**config.mk**
```make
export PLATFORM = sky130hd
export DESIGN_NAME = codec_req_ctrl
export DESIGN_NICKNAME = d
export VERILOG_FILES = /design/src/rtl/codec_req_pkg.sv /design/src/rtl/codec_req_decode.sv /design/src/rtl/codec_req_regfile.sv /design/src/rtl/codec_req_irq.sv /design/src/rtl/codec_req_rdmux.sv /design/src/rtl/codec_req_ctrl.sv
export SDC_FILE = /design/constraint.sdc
export NUM_CORES = 1
export LEC_CHECK = 0
export BUFFER_PORTS_ARGS = -buffer_cell sky130_fd_sc_hd__buf_2
export CORE_AREA = 8 8 100 102
export CTS_BUF_LIST = sky130_fd_sc_hd__clkbuf_4
export CTS_CLUSTER_DIAMETER = 40
export DETAILED_ROUTE_END_ITERATION = 12
export DIE_AREA = 0 0 108 110
export GPL_ROUTABILITY_DRIVEN = 0
export GPL_TIMING_DRIVEN = 0
export PLACE_DENSITY = 0.77
export SLEW_MARGIN = 20
export SYNTH_ARGS = -nofsm -noshare
export SYNTH_HDL_FRONTEND = slang
export SYNTH_HIERARCHICAL = 1
export SYNTH_SLANG_ARGS = --single-unit
```
**constraint.sdc**
```tcl
create_clock -name clk -period 2.43 [get_ports clk]
set_input_delay 0.486 -clock clk [delete_from_list [all_inputs] [get_ports clk]]
set_output_delay 0.486 -clock clk [all_outputs]
set_load 0.01 [all_outputs]
```
**src/rtl/codec_req_pkg.sv**
```systemverilog
package codec_req_pkg;
   localparam int CTRL_REQ_BIT = 0;
   localparam int CTRL_DIR_BIT = 1;

   localparam int IDX_CTRL  = 0;
   localparam int IDX_CADDR = 1;
   localparam int IDX_CDATA = 2;
   localparam int NUM_MAPPED = 3;

   typedef enum logic [1:0] {
      SEL_NONE  = 2'd0,
      SEL_CTRL  = 2'd1,
      SEL_CADDR = 2'd2,
      SEL_CDATA = 2'd3
   } reg_sel_e;
endpackage

```
**src/rtl/codec_req_decode.sv**
```systemverilog
module codec_req_decode
   import codec_req_pkg::*;
#(
   parameter int ADDR_W = 4
) (
   input  logic [ADDR_W-1:0] addr,
   output reg_sel_e          sel
);
   always_comb begin
      if (addr == ADDR_W'(IDX_CTRL))       sel = SEL_CTRL;
      else if (addr == ADDR_W'(IDX_CADDR)) sel = SEL_CADDR;
      else if (addr == ADDR_W'(IDX_CDATA)) sel = SEL_CDATA;
      else                                 sel = SEL_NONE;
   end
endmodule

```
**src/rtl/codec_req_regfile.sv**
```systemverilog
module codec_req_regfile
   import codec_req_pkg::*;
#(
   parameter int DATA_W = 32
) (
   input  logic              clk,
   input  logic              rst_n,
   input  logic              we,
   input  reg_sel_e          sel,
   input  logic [DATA_W-1:0] wdata,
   output logic [DATA_W-1:0] ctrl_q,
   output logic [DATA_W-1:0] caddr_q,
   output logic [DATA_W-1:0] cdata_q
);
   localparam logic [DATA_W-1:0] REQ_MASK = ~(DATA_W'(1) << CTRL_REQ_BIT);

   always_ff @(posedge clk) begin
      if (!rst_n) begin
         ctrl_q  <= '0;
         caddr_q <= '0;
         cdata_q <= '0;
      end else if (we) begin
         case (sel)
            SEL_CTRL:  ctrl_q  <= wdata & REQ_MASK;
            SEL_CADDR: caddr_q <= wdata;
            SEL_CDATA: cdata_q <= wdata;
            default:   ;
         endcase
      end
   end
endmodule

```
**src/rtl/codec_req_irq.sv**
```systemverilog
module codec_req_irq (
   input  logic clk,
   input  logic rst_n,
   input  logic ctrl_wr,
   input  logic req,
   input  logic dir_wr,
   input  logic bad_access,
   output logic irq_wr_done,
   output logic irq_rd_reply,
   output logic err_pulse
);
   always_ff @(posedge clk) begin
      if (!rst_n) begin
         irq_wr_done  <= 1'b0;
         irq_rd_reply <= 1'b0;
         err_pulse    <= 1'b0;
      end else begin
         irq_wr_done  <= ctrl_wr && req && dir_wr;
         irq_rd_reply <= ctrl_wr && req && !dir_wr;
         err_pulse    <= bad_access;
      end
   end
endmodule

```
**src/rtl/codec_req_rdmux.sv**
```systemverilog
module codec_req_rdmux
   import codec_req_pkg::*;
#(
   parameter int DATA_W   = 32,
   parameter bit READ_REG = 1'b0
) (
   input  logic              clk,
   input  logic              rst_n,
   input  reg_sel_e          sel,
   input  logic [DATA_W-1:0] ctrl_q,
   input  logic [DATA_W-1:0] caddr_q,
   input  logic [DATA_W-1:0] cdata_q,
   output logic [DATA_W-1:0] rdata
);
   logic [DATA_W-1:0] mux_d;

   always_comb begin
      case (sel)
         SEL_CTRL:  mux_d = ctrl_q;
         SEL_CADDR: mux_d = caddr_q;
         SEL_CDATA: mux_d = cdata_q;
         default:   mux_d = '0;
      endcase
   end

   generate
      if (READ_REG) begin : g_rd_reg
         logic [DATA_W-1:0] rd_q;
         always_ff @(posedge clk) begin
            if (!rst_n) rd_q <= '0;
            else        rd_q <= mux_d;
         end
         assign rdata = rd_q;
      end else begin : g_rd_comb
         logic unused_clk;
         assign unused_clk = clk ^ rst_n;
         assign rdata = mux_d;
      end
   endgenerate
endmodule

```
**src/rtl/codec_req_ctrl.sv**
```systemverilog
module codec_req_ctrl
   import codec_req_pkg::*;
#(
   parameter int DATA_W   = 32,
   parameter int ADDR_W   = 4,
   parameter bit READ_REG = 1'b0
) (
   input  logic              clk,
   input  logic              rst_n,
   input  logic [ADDR_W-1:0] csr_addr,
   input  logic [DATA_W-1:0] csr_wdata,
   input  logic              csr_we,
   input  logic              csr_re,
   output logic [DATA_W-1:0] csr_rdata,
   output logic              irq_wr_done,
   output logic              irq_rd_reply,
   output logic              err_pulse
);
   generate
      if (DATA_W < 2) begin : g_bad_data_w
         $error("DATA_W must hold the request and direction bits");
      end
      if ((2 ** ADDR_W) < NUM_MAPPED) begin : g_bad_addr_w
         $error("ADDR_W too narrow for the mapped words");
      end
   endgenerate

   reg_sel_e          sel;
   logic [DATA_W-1:0] ctrl_q;
   logic [DATA_W-1:0] caddr_q;
   logic [DATA_W-1:0] cdata_q;
   logic              ctrl_wr;
   logic              bad_access;

   assign ctrl_wr    = csr_we && (sel == SEL_CTRL);
   assign bad_access = (csr_we || csr_re) && (sel == SEL_NONE);

   codec_req_decode #(.ADDR_W(ADDR_W)) u_decode (
      .addr (csr_addr),
      .sel  (sel)
   );

   codec_req_regfile #(.DATA_W(DATA_W)) u_regs (
      .clk     (clk),
      .rst_n   (rst_n),
      .we      (csr_we),
      .sel     (sel),
      .wdata   (csr_wdata),
      .ctrl_q  (ctrl_q),
      .caddr_q (caddr_q),
      .cdata_q (cdata_q)
   );

   codec_req_irq u_irq (
      .clk          (clk),
      .rst_n        (rst_n),
      .ctrl_wr      (ctrl_wr),
      .req          (csr_wdata[CTRL_REQ_BIT]),
      .dir_wr       (csr_wdata[CTRL_DIR_BIT]),
      .bad_access   (bad_access),
      .irq_wr_done  (irq_wr_done),
      .irq_rd_reply (irq_rd_reply),
      .err_pulse    (err_pulse)
   );

   codec_req_rdmux #(.DATA_W(DATA_W), .READ_REG(READ_REG)) u_rdmux (
      .clk     (clk),
      .rst_n   (rst_n),
      .sel     (sel),
      .ctrl_q  (ctrl_q),
      .caddr_q (caddr_q),
      .cdata_q (cdata_q),
      .rdata   (csr_rdata)
   );
endmodule

```
Word level (Yosys, flattened, before mapping)
Index checks and enable logic that the tools add are counted.
{ "word_totals": {"regBits": 98, "latch_bits": 0, "mem_bits_rw": 0, "rom_bits": 0, "word_cells": 27, "n_memories": 0} }
{ "classes": {"add_sub_neg": 0, "multipliers": 0, "div": 0, "magnitude_cmp": 0, "n_eq_ne": 5, "n_shift": 0, "muxes": 4, "bitwise_logic": 0, "reduce_logical": 12} }
{ "op_table": {"columns": ["op", "count"], "rows": [
  ["$pmux W32 S3", 1],
  ["$mux W2", 3],
  ["$reduce_and A2 Y1", 3],
  ["$logic_and A1 B1 Y1", 5],
  ["$eq A2 B2 Y1 const B", 2],
  ["$eq A4 B1 Y1 const B", 1],
  ["$eq A4 B2 Y1 const B", 1],
  ["$logic_not A4 Y1", 1],
  ["$eq A2 B1 Y1 const B", 1],
  ["$logic_not A2 Y1", 1],
  ["$logic_not A1 Y1", 1],
  ["$logic_or A1 B1 Y1", 1]
]} }

Depth between registers and ports, before layout
Gate-level depths: netlist of the first run.
{ "depth": {"depth_word": 8, "mapped_depth": 7, "mapped_depth_nobuf": 4} }

Hierarchy
Netlist of the first run, hierarchy kept.
{ "modules_own_cells": {"columns": ["mod", "instances", "cells_each", "area_each_um2", "seq_area_each_um2"], "rows": [
  ["codec_req_regfile", 1, 346, 3513.4, 1901.8],
  ["codec_req_rdmux", 1, 77, 899.6, 0.0],
  ["codec_req_irq", 1, 6, 85.1, 60.1],
  ["codec_req_decode", 1, 3, 23.8, 0.0],
  ["codec_req_ctrl", 1, 4, 21.3, 0.0]
]} }

Least setup slack after synthesis of the first run
OpenSTA, ideal clock, no wires.
{ "synth_path": {"kind": "input-to-output", "start": "in csr_addr[3]", "end": "out csr_rdata[0]", "t_arrival_ns": 1.819, "t_required_ns": 1.944, "path_slack_ns": 0.125, "path_stages": 5, "n_path_buf": 2, "cell_sequence": "nor3_1 > buf_6 > buf_12 > mux2_4 > a22o_1"} }
{ "synth_between": {"elab_chain_cells": 6} }
{ "synth_lines": {"columns": ["item", "line", "source"], "rows": [
  ["from (decl)", "codec_req_ctrl.sv:10", "input logic [ADDR_W-1:0] csr_addr,"],
  ["$eq A4 B2 Y1", "codec_req_decode.sv:12", "else if (addr == ADDR_W'(IDX_CDATA)) sel = SEL_CDATA;"],
  ["$mux W2", "codec_req_decode.sv:12", null],
  ["$mux W2", "codec_req_decode.sv:11", "else if (addr == ADDR_W'(IDX_CADDR)) sel = SEL_CADDR;"],
  ["$mux W2 *", "codec_req_decode.sv:10", "if (addr == ADDR_W'(IDX_CTRL)) sel = SEL_CTRL;"],
  ["$eq A2 B2 Y1 / $eq A2 B1 Y1 (equally long branches)", "codec_req_rdmux.sv:18", "case (sel)"],
  ["$pmux W32 S3 *", "codec_req_rdmux.sv:18", null],
  ["to (decl)", "codec_req_ctrl.sv:14", "output logic [DATA_W-1:0] csr_rdata,"]
]} }
Every way passes the cells marked *; elsewhere a longest branch is shown, timed or not.

Worst setup path in the final report of the first run
{ "layout_path": {"start": "in csr_addr[0]", "end": "out csr_rdata[31]"} }
{ "layout_between": {"elab_chain_cells": 6} }
{ "layout_lines": {"columns": ["item", "line", "source"], "rows": [
  ["$eq A4 B2 Y1", "codec_req_decode.sv:12", null],
  ["$mux W2", "codec_req_decode.sv:12", null],
  ["$mux W2", "codec_req_decode.sv:11", null],
  ["$mux W2 *", "codec_req_decode.sv:10", null],
  ["named net sel[0]", "codec_req_ctrl.sv:28", "reg_sel_e sel;"],
  ["$eq A2 B2 Y1 / $eq A2 B1 Y1 (equally long branches)", "codec_req_rdmux.sv:18", null],
  ["$pmux W32 S3 *", "codec_req_rdmux.sv:18", null]
]} }
Mark *: on every way through the listed nets, which the timed path passes. The rest lies on a longest branch.

==> impl_metrics.toml, run 1 <==
[timing]
period_share_pct = 97.84
fin_worst_skew_ps = 0
slew-limit-headroom_pct = 62.14
holdWs_ps = 291.4
timing.final.ws_setup_ps = 52.46
fin_setup_tns_ps = 0
worstMarginPinSlew_ps = 567.9
rsz0062_at_grt = "no"
slew_viol_final = 0
setup_viol = 0
timing.fmax_mhz = 420.6
fin_crit_ps = 2378
hold_viol_final = 0

[critical_path]
crit_arrival_ps = 1890
critPathCaptureType = "output port"
worstSetupPathType = "in -> out"
start_kind = "primary input"
r2r_end = "u_regs/ctrl_q[8]$_SDFFE_PN0P_"
crit_required_ps = 1940
critical_path.max_fanout = 10
critPathLaunch = "csr_addr[0]"
r2r_setup_slack_ps = 1780
r2r_start = "u_regs/ctrl_q[8]$_SDFFE_PN0P_"
reg2reg_depth = 2
cp-endpoint = "csr_rdata[31]"

[finish]
diodes = 0
drive_gt1_share_pct = 30.62
area_growth_syn_to_layout_pct = 14.60
nets = 564
fin_util_pct = 61.50

[clock_tree]
cts_tree = "yes"
root_buffer = "clkbuf_4"
clkLatencyLatePin_ps = 420
cts_sinks = 98
ctsHoldBuffers = 0
clock_path_buffers = 2
numCtsBuffers = 9
clkTransAtPathRegs_ps = 130
htree_num_levels = 3

[global_route]
antenna_found_initial = 0
grt_pass1_wl_microns = 17390
grt_max_degree = 17
track_usage_pct = 18.54
overflow = 0
grt_pass1_vias = 3624

[routing]
first_pass_iters = 4
routed_wl_microns = 10790
drt-initial-drc-count = 131
wire_per_inst_microns = 16.94
ant_nets = 0
vias = 3453
routed_via_density = 5.421
drcViolationCount = 0

[pwr]
ir_drop_v = 0.0003393
power_per_cell_area_mw_per_mm2 = 515.8
p_leak_nw = 2.570

[placement]
hpwl_microns = 7656
preCtsSetupSlack_ps = -277.1
port_buffers = 74

[floorplan]
start_util_pct = 53.67
die_h_microns = 110
fp-row-count = 34
top_level_ports = 75
dieArea_sq_mm = 0.01188
coreArea_sq_mm = 0.008466
fp.dieW_microns = 108

[synth]
syn_inst = 436
ys_warn_count = 6
syn_nets = 476
ys_types = 25
synth_area_sq_mm = 0.004543
ys_ff_latch = 98
ys_seq_area_share_pct = 43.18
avgSynthCellArea_sq_um = 10.42

[status]
outcome = "finished, final reports clean"

[min_path]
worst_hold_path_type = "in -> reg"

[flow_run]
drv_cap = 0
cell usage after synthesis, drive strengths merged:
cell type  number  share of area (%)
mux2i          95                 21
and2            1               0.14
and4            1               0.19
dfxtp          98                 43
nor3            3               0.55
clkbuf          7               0.61
nand3b          1               0.17
conb            1              0.083
and4b           1               0.22
xnor2           1               0.19
a22o           32                6.2
nand2         128                 11
buf            30                5.8
nor2b           1               0.30
and3b           1               0.19
nor2            2               0.17
mux2           32                 10
nand3           1               0.11
repair_timing:
action	4_1_cts	5_1_grt
pin swaps	1	2
gates resized for setup	6	1
buffers inserted	1	2
setup endpoints to repair	32	30
final cells by class:
cell class,instances,area [sq um]
repair buffers,77,392.9
well taps,108,135.1
plain buffers,37,297.8
multi-input cells,301,2301
clock inverters,6,42.54
clock buffers,10,75.07
flip-flops and latches,98,1962
fillers,716,3259
where the power goes:
group          internal [W]  switching [W]  leakage (nW)
clock              0.000224       0.000538        0.0628
sequential          0.00163      0.0000128         0.792
combinational      0.000119       0.000157          1.72
total               0.00198       0.000708          2.57
stage by stage:
| step | cells | instance area, sq um | total power, W |
|---|---|---|---|
| after detailed placement | 618 | 5049 | 0.001951 |
| after global routing | 637 | 5206 | 0.002809 |
| after CTS | 635 | 5191 | 0.002708 |
| after global placement | 618 | 5049 | 0.001943 |
| final | 637 | 5206 | 0.002685 |
| after floorplan | 436 | 4543 | 0.001856 |
how the worst min path moves through the flow:
stage	endpoint	depth (start not counted)	startpoint
6_report	u_irq/err_pulse$_SDFF_PN0_	2	rst_n
4_1_cts	u_irq/err_pulse$_SDFF_PN0_	2	rst_n
3_5_place_dp	u_regs/caddr_q[22]$_SDFFE_PN0P_	2	u_regs/caddr_q[22]$_SDFFE_PN0P_
5_1_grt	u_irq/err_pulse$_SDFF_PN0_	2	rst_n
2_1_floorplan	u_regs/caddr_q[27]$_SDFFE_PN0P_	2	u_regs/caddr_q[27]$_SDFFE_PN0P_
3_3_place_gp	u_regs/caddr_q[30]$_SDFFE_PN0P_	2	u_regs/caddr_q[30]$_SDFFE_PN0P_
cells by family after synthesis:
group	share of synthesized area (%)
and+or+nand+nor	12.61
muxes	31.34
DFF	43.18
buffers and inverters	6.417
AOI/OAI and AO/OA	6.169
xor gates and xnor gates	0.1928
other	0.08254
registers in the layout, summed over array words and instances, names as in the netlist:
| signal | count |
|---|---|
| u_irq/err_pulse | 1 |
| u_irq/irq_rd_reply | 1 |
| u_irq/irq_wr_done | 1 |
| u_regs/caddr_q | 32 |
| u_regs/cdata_q | 32 |
| u_regs/ctrl_q | 31 |
worst max-delay path, cell delays in order:
cell and delay (ps):
buf_2 120, nor3_4 250, buf_6 190, buf_12 160, mux2_4 300, a22o_1 210, buf_2 150
per-layer routing:
layer,up-vias,global-route usage (%),part of all wire (%)
met5,-,0,0
met4,0,6.739,0.92
met3,8,3.372,5.7
met2,87,33.13,50
met1,1686,21.69,44
li1,1672,-,-
placed cells by master (no fill, tap or decap):
cell type   netlist  final
mux2_2            2      2
mux2_4           30     30
nor2b_4           1      1
and2_1            1      1
clkinvlp_4        0      2
dfxtp_1          98     98
a22o_1           32     32
inv_6             0      1
clkbuf_2          1      2
nor3_4            0      1
buf_12            3      3
and4_1            1      1
buf_6             8      8
clkinv_2          0      2
and3b_1           1      1
nor3_2            2      2
buf_2            10     85
clkinv_4          0      1
clkbuf_4          0     10
nand3_1           1      1
mux2i_1          95     95
clkbuf_1          6      4
nand3b_1          1      1
nand2_1         128    128
nor2_1            2      2
buf_4             8     12
xnor2_1           1      1
conb_1            1      1
and4b_1           1      1
Power figures use the tool's default switching activity.
==> run 2: changes to the inputs <==
Settings changed: CORE_AREA 8 8 100 102 to 8 8 115 117, DIE_AREA 0 0 108 110 to 0 0 123 125, PLACE_DENSITY 0.77 to default.
==> impl_metrics.toml, run 2 (synthesis gave the netlist of run 1 again) <==
[clock_tree]
clkTransAtPathRegs_ps = 140
htree_num_levels = 3
clock_path_buffers = 2
numCtsBuffers = 9
cts_sinks = 98
cts_tree = "yes"
root_buffer = "clkbuf_4"
clkLatencyLatePin_ps = 450

[floorplan]
top_level_ports = 75
die_h_microns = 125
start_util_pct = 39.13
fp-row-count = 40
fp.dieW_microns = 123
coreArea_sq_mm = 0.01161
dieArea_sq_mm = 0.01538

[min_path]
worst_hold_path_type = "in -> reg"
worstHoldPathCells = 2

[timing]
fin_setup_tns_ps = 0
hold_viol_final = 0
timing.fmax_mhz = 419.4
fin_worst_skew_ps = 0
slew_viol_final = 0
rsz0062_at_grt = "no"
worstMarginPinSlew_ps = 578.9
fin_crit_ps = 2384
setup_viol = 0
slew-limit-headroom_pct = 61.41
period_share_pct = 98.13

[critical_path]
worst_path_max_delay_cell = "a22o_1"
critical_path.max_fanout = 10
r2r_end = "u_regs/cdata_q[8]$_SDFFE_PN0P_"
r2r_start = "u_regs/cdata_q[8]$_SDFFE_PN0P_"
r2r_setup_slack_ps = 1790
crit_chain = "buf_2, xnor2_1, nor3_2, clkbuf_4, nor2b_4, buf_6, buf_6, a22o_1, buf_2"
max_stage_delay_ps = 280
start_kind = "primary input"
critPathLaunch = "csr_addr[0]"
worstSetupPathDepth = 9
cp_top_family = "buffers and inverters"
worstSetupPathType = "in -> out"
crit_required_ps = 1940
reg2reg_depth = 2
critPathCaptureType = "output port"
cp-endpoint = "csr_rdata[31]"
crit_arrival_ps = 1900
path_buf_inv = 5

[routing]
wire_per_inst_microns = 16.80
drcViolationCount = 0
drt-initial-drc-count = 163
first_pass_iters = 5
vias = 3342
ant_nets = 0
routed_wl_microns = 11340
routed_via_density = 4.951

[global_route]
gr-max-usage-layer = "met2"
grt_pass1_vias = 3583
gr-usage-met3_pct = 4.770
grt_pass1_wl_microns = 18270
grt_util_met2_pct = 25.38
grt_max_degree = 16
track_usage_pct = 15.11
use_met1_pct = 18.58
overflow = 0
antenna_found_initial = 0

[placement]
port_buffers = 74
dpl_cell_area_sq_mm = 0.005097
placed_cells = 657
hpwl_microns = 8093

[finish]
nets = 563
nFillCells = 1132
design_area_sq_mm = 0.005310
area_growth_syn_to_layout_pct = 16.88
final_common_cell = "nand2_1"
diodes = 0
drive_gt1_share_pct = 30.11
largest_registers = "u_regs/caddr_q (32), u_regs/cdata_q (32), u_regs/ctrl_q (31)"
layout_common_cells = "nand2_1 (128), dfxtp_1 (98), mux2i_1 (95), buf_2 (85), a22o_1 (32)"
fin_cells = 675

[flow_run]
drv_cap = 0

[status]
outcome = "finished, final reports clean"

[pwr]
ir_drop_v = 0.0003372
power_per_cell_area_mw_per_mm2 = 561.1
p_leak_nw = 2.593
[run 2: worst min path at each step]
stage	from	to
2_1_floorplan	u_regs/caddr_q[27]$_SDFFE_PN0P_	u_regs/caddr_q[27]$_SDFFE_PN0P_
3_3_place_gp	u_regs/caddr_q[20]$_SDFFE_PN0P_	u_regs/caddr_q[20]$_SDFFE_PN0P_
3_5_place_dp	u_regs/caddr_q[28]$_SDFFE_PN0P_	u_regs/caddr_q[28]$_SDFFE_PN0P_
4_1_cts	rst_n	u_irq/err_pulse$_SDFF_PN0_
5_1_grt	rst_n	u_irq/err_pulse$_SDFF_PN0_
6_report	rst_n	u_irq/err_pulse$_SDFF_PN0_
[run 2: layer usage]
| layer | wire (microns) | share of wire [%] |
|---|---|---|
| met1 | 5030 | 44 |
| met2 | 5603 | 49 |
| met3 | 658 | 5.8 |
| met4 | 49 | 0.43 |
| met5 | 0 | 0 |
[run 2: cell type report]
cell class / instances / area [sq um] / share of cell area [%]
well taps: 147 / 183.9 / 3.464
repair buffers: 76 / 385.4 / 7.257
clock inverters: 6 / 105.1 / 1.979
plain buffers: 37 / 297.8 / 5.608
clock buffers: 10 / 75.07 / 1.414
flip-flops and latches: 98 / 1962 / 36.95
multi-input cells: 301 / 2301 / 43.33
[run 2: what timing repair did]
item                                    in CTS  in global routing
setup buffers                                2                  0
hold buffers                                 0                  0
pin swaps                                    2                  0
gates cloned                                 0                  0
endpoints found under the setup margin      32                  1
gates resized for setup                      5                  2
[run 2: through the flow]
step / utilization (%) / power [W] / setup slack (ps) / hold slack [ps]
CTS: 45.71 / 0.003010 / 19.42 / 243.5
global placement: 43.90 / 0.001949 / -301.5 / 441.9
floorplan: - / 0.001856 / 125.4 / 432.2
global route: 45.73 / 0.003103 / 10.55 / 239.0
detailed placement: 43.90 / 0.001956 / -298.7 / 448.2
finish: 45.73 / 0.002979 / 45.53 / 275.1
[run 2: worst register-to-register path, cell delays in order (launching register included)]
cell	delay, ps
dfxtp_1	360
nand2_1	60
mux2i_1	170
[run 2: power breakdown]
group / switching (W) / total (W) / internal, W / leakage (nW)
registers: 0.0000125 / 0.00165 / 0.00163 / 0.792
logic: 0.000159 / 0.000277 / 0.000118 / 1.71
clock network: 0.000529 / 0.00106 / 0.000526 / 0.0917
